--- src/rtl/modem_status_tracker.sv ---
module modem_status_tracker #(
  parameter int SYNC_STAGES = 2,
  localparam int LINES = 4
) (
  input  logic       clk,
  input  logic       rst,
  input  logic       cts_n,
  input  logic       dsr_n,
  input  logic       ri_n,
  input  logic       dcd_n,
  input  logic       loop_en,
  input  logic       lb_rts,
  input  logic       lb_dtr,
  input  logic       lb_out1,
  input  logic       lb_out2,
  input  logic       auto_cts_en,
  input  logic       irq_en,
  input  logic       rd_stb,
  output logic [7:0] status,
  output logic       irq
);

  logic [LINES-1:0] sync_q [SYNC_STAGES];
  logic [LINES-1:0] pin_act, lb_act, lvl, lvl_q, chg, flags;

  always_ff @(posedge clk) begin
    if (rst) begin
      for (int i = 0; i < SYNC_STAGES; i++) sync_q[i] <= '1;
    end else begin
      sync_q[0] <= {dcd_n, ri_n, dsr_n, cts_n};
      for (int i = 1; i < SYNC_STAGES; i++) sync_q[i] <= sync_q[i-1];
    end
  end

  assign pin_act = ~sync_q[SYNC_STAGES-1];
  assign lb_act  = {lb_out2, lb_out1, lb_dtr, lb_rts};
  assign lvl     = loop_en ? lb_act : pin_act;

  assign chg = {lvl[3] ^ lvl_q[3],
                lvl_q[2] & ~lvl[2],
                lvl[1] ^ lvl_q[1],
                lvl[0] ^ lvl_q[0]};

  always_ff @(posedge clk) begin
    if (rst) begin
      lvl_q <= '0;
      flags <= '0;
    end else begin
      lvl_q <= lvl;
      flags <= (flags & {LINES{~rd_stb}}) | chg;
    end
  end

  assign status = {lvl_q, flags};
  assign irq    = irq_en & (|(flags & {3'b111, ~auto_cts_en}));

endmodule


--- config.mk ---
export PLATFORM = sky130hd
export DESIGN_NAME = modem_status_tracker
export DESIGN_NICKNAME = d
export VERILOG_FILES = /design/src/rtl/modem_status_tracker.sv
export SDC_FILE = /design/constraint.sdc
export NUM_CORES = 1
export LEC_CHECK = 0
export ABC_CLOCK_PERIOD_IN_PS = 2500
export BUFFER_PORTS_ARGS = -buffer_cell sky130_fd_sc_hd__buf_4
export CAP_MARGIN = 40
export CORE_AREA = 2 2 39 41
export CTS_BUF_LIST = sky130_fd_sc_hd__clkbuf_4 sky130_fd_sc_hd__clkbuf_8
export DETAILED_ROUTE_END_ITERATION = 8
export DIE_AREA = 0 0 41 43
export GPL_TIMING_DRIVEN = 0
export PLACE_DENSITY = 0.78
export SYNTH_ARGS = -nofsm -noshare
export SYNTH_HDL_FRONTEND = slang
export SYNTH_SLANG_ARGS = --single-unit
--- constraint.sdc ---
create_clock -name clk -period 2.5 [get_ports clk]
set_input_delay 0.125 -clock clk [delete_from_list [all_inputs] [get_ports clk]]
set_output_delay 0.125 -clock clk [all_outputs]
set_load 0.02 [all_outputs]
# Word level (Yosys, flattened, before mapping)
# Memory sizes are Yosys's and may differ from the RTL's.
# Cells that the tools add are included.
# word_totals
latchBits,0
output_inout_bits,9
n_memories,1
ramBits,8
ff_bits,8
romBits,0
in_bits,14
# mem_list
memory,depth,width,rd,rd_clocked_by_memory_dff,write_ports,line,text
sync_q,2,4,2,0,2,23,logic [LINES-1:0] sync_q [SYNC_STAGES];
# op_classes
eq_ne,0
reduce_logical,1
magnitude_cmp,0
n_div,0
add_sub_neg,0
muxes,6
bitwise,14
n_shift,0
n_mul,0
# ops
cell,count
4-bit two-way mux,3
4-bit bitwise AND,2
4-bit NOT,1
4-bit OR,1
4-bit OR reduction,1
1-bit two-way mux,3
1-bit NOT,3
1-bit bitwise XOR,3
1-bit bitwise AND,2
1-bit OR,2

# Longest topological paths before layout
# logic_depth
depth_word,5
mapped_depth,4
mapped_depth_nobuf,3

# Worst setup path before layout
# OpenSTA, ideal clock, no wires.
# synth_timing
path_type,register to register
from,reg flags[1]
to,reg flags[1]
stages_incl_launch_ff,4
period_less_slack_ps,1060
t_arrival_ps,981
setup_ps,79
n_path_buf,0
setup_slack_ps,1440
cell_sequence,dfxtp_1 > nor2b_1 > nor2b_1 > a211oi_2
# synth_via
elab_chain_cells,2
# synth_rtl
item,line,text
"start, declared",24,"logic [LINES-1:0] pin_act, lb_act, lvl, lvl_q, chg, flags;"
"start signal, assigned",50,flags <= (flags & {LINES{~rd_stb}}) | chg;
4-bit bitwise AND,50,
4-bit OR,50,
# Every way passes these cells.
# A chain may end at the register's enable or synchronous reset.

# Worst setup path in the final report
# layout_timing
from,reg flags[0]
to,out irq
# layout_via
elab_chain_cells,3
# layout_rtl
item,line,text
4-bit bitwise AND,55,"assign irq = irq_en & (|(flags & {3'b111, ~auto_cts_en}));"
4-bit OR reduction,55,
1-bit bitwise AND,55,
"end, declared",20,output logic irq
# Every way passes these cells.

==> results.tsv <==
metric	value	unit
status	finished, final reports clean	
Final WS setup	1.17	ns
n_diodes	0	
Slew Limit Headroom	73.4	%
routability cong.	0.666	
Hold Crit Start	ri_n	
CTS Buffer Depth	2	
leading cell types in the layout, fill and taps excluded	buf_4 (22), dfxtp_1 (16), nor2b_1 (11), or2_1 (5)	
post-CTS setup buffers	0	
vias in the first global route	431	
routed vias	487	
gate count of the mapped netlist	55	
post-CTS resize count	0	
power share of the sequential group	51.5	%
hold crit path type	in -> reg	
row cnt	14	
RSZ-0062 raised after global routing	no	
Hold EP	sync_q[0][2]$_SDFF_PP1_	
core area	1380	sq um
Cell Pwr Density	624	nW/um^2
Syn Area/Cell	11.7	sq um
CP endpoint kind	output pin	
Int Pwr	409	uW
Skew-Pair Late Insertion Delay	0.28	ns
Synth Warn #	0	
clock group share of total power	31.1	%
global-route wire length before repair	1730	um
io pins	23	
leakage power	0.376	nW
Slowest-stage cell, CP	dfxtp_1	
Worst EP required	2.38	ns
FF-to-FF Start	flags[1]$_SDFF_PP0_	
switching power	130	uW
VDD IR-drop max	425	uV
final hold violations	0	
Clock Tree Root	clkbuf_4	
Starting Density	46.4	%
Worst EP arrival	1.20	ns
Via density	5.02	
Post-CTS Hold Buffers	0	
Finish-stage setup viols	0	
largest fanout on the critical path	3	
flops & latches, synth	16	
worst setup path class	reg -> out	
Routed Antenna Nets	0	
fin crit period	1.33	ns
Die ar.	1760	sq um
logic gate share of total power	17.4	%
final cell count without fillers	97	
placed instance count	93	
Post-Route WL	1170	um
worst-path cell chain	nor2b_1 > o41a_1 > buf_4	
H-tree depth	1	
Clock Sinks	16	
Seq/Total Area, Yosys	49.9	%
CP max stage delay	0.33	ns
Hold Path Depth	2	
synthesis-to-layout area growth	34.5	%
CP Buf/Inv Count	1	
Mapped Area	642	sq um
CP top delay family	flip-flops	
CTS clk-pin slew, worst paths	0.09	ns
max-slew violation total from the final report	0	
FF-to-FF End	flags[1]$_SDFF_PP0_	
port bufs	22	
period utilisation layout	53.2	%
max-capacitance violation count	0	
Total Power	539	uW
most common cell after layout, fill and taps aside	buf_4	
Distinct cells, synth	19	
Syn Nets	69	
routed len/inst	12.1	um
Worst-Margin Slew	0.398	ns
number of detailed-route iterations in the first pass	2	
TritonCTS clock tree	built	
critical path startpoint category	register	
Remaining DRCs	0	
share of cells above drive strength 1	45.7	%
reg2reg path depth	3	
clock skew	0.000854	ns
CTS Buf Count	3	
Final #Nets	96	
sw frac	24.1	%
largest net degree at the start of global routing	11	
setup total negative slack	0	ns
Total Routing Usage GR	15.0	%
die height	43	um
pre-CTS WS	1.46	ns
drt first-iter violations	1	
FF-to-FF setup slack	1.45	ns
Remaining Overflow, GRT	0	
initial antenna violation count	0	
Max Clk Rate	752	MHz
Chip Width	41	um
Fin Hold WS	0.0117	ns
-- sequential cells by signal, indices dropped and copies added (netlist names) --
signal,flops
sync_q,8
flags,4
lvl_q,4
-- synth_stat cells (all sizes together) --
cell type | n | share of area [%]
and2b | 1 | 1.2
a211oi | 3 | 5.1
nor2b | 11 | 11
nand2b | 1 | 0.98
nor3 | 1 | 0.78
o41a | 1 | 1.8
nor2 | 3 | 4.1
o21ai | 1 | 0.78
a21oi | 1 | 0.78
a21o | 3 | 3.5
dfxtp | 16 | 50
a2111oi | 3 | 10
buf | 2 | 2.5
or2 | 8 | 7.8
-- cells by family (layout without fill, tap and decap cells) --
| logic type | count (synthesis) | after routing | synth area share (%) |
|---|---|---|---|
| DFF | 16 | 16 | 49.9 |
| and+or+nand+nor | 25 | 25 | 25.5 |
| AOI/OAI and AO/OA | 12 | 12 | 22.0 |
| buffers and inverters | 2 | 28 | 2.53 |
-- area by class of cell --
| class | instances | area, sq um |
|---|---|---|
| clock buffers | 4 | 36.3 |
| flip-flops and latches | 16 | 320 |
| well taps | 16 | 20.0 |
| plain buffers | 2 | 16.3 |
| repair buffers | 22 | 165 |
| fillers | 112 | 520 |
| multi-input cells | 37 | 305 |
-- power by group through the flow --
stage,clock network (mW),registers [mW],logic [mW]
after floorplan,0,0.293,0.0434
after global routing,0.177,0.279,0.101
after CTS,0.170,0.278,0.0948
final,0.168,0.277,0.0938
after global placement,0,0.283,0.0912
after detailed placement,0,0.284,0.0933
-- worst max path at each step --
stage	startpoint	cells past startpoint	end	slack, ns
2_1_floorplan	flags[1]$_SDFF_PP0_	3	flags[1]$_SDFF_PP0_	1.44
3_3_place_gp	flags[0]$_SDFF_PP0_	3	irq	1.49
3_5_place_dp	flags[0]$_SDFF_PP0_	3	flags[0]$_SDFF_PP0_	1.46
4_1_cts	flags[0]$_SDFF_PP0_	3	irq	1.16
5_1_grt	flags[0]$_SDFF_PP0_	3	irq	1.13
6_report	flags[0]$_SDFF_PP0_	3	irq	1.17
-- stage by stage --
stage          utilization (%)  area (sq um)
3_5_place_dp              59.8           827
5_1_grt                   62.4           863
4_1_cts                   62.4           863
2_1_floorplan                -           642
3_3_place_gp              59.8           827
6_report                  62.4           863
-- per-layer routing --
| layer | global-route usage, % | vias up | wire, um |
|---|---|---|---|
| met5 | 0 | - | 0 |
| met4 | 8.00 | 0 | 27 |
| met3 | 4.71 | 5 | 71 |
| met2 | 25.9 | 16 | 607 |
| met1 | 14.7 | 226 | 465 |
| li1 | - | 240 | - |
Power figures use the tool's default switching activity.
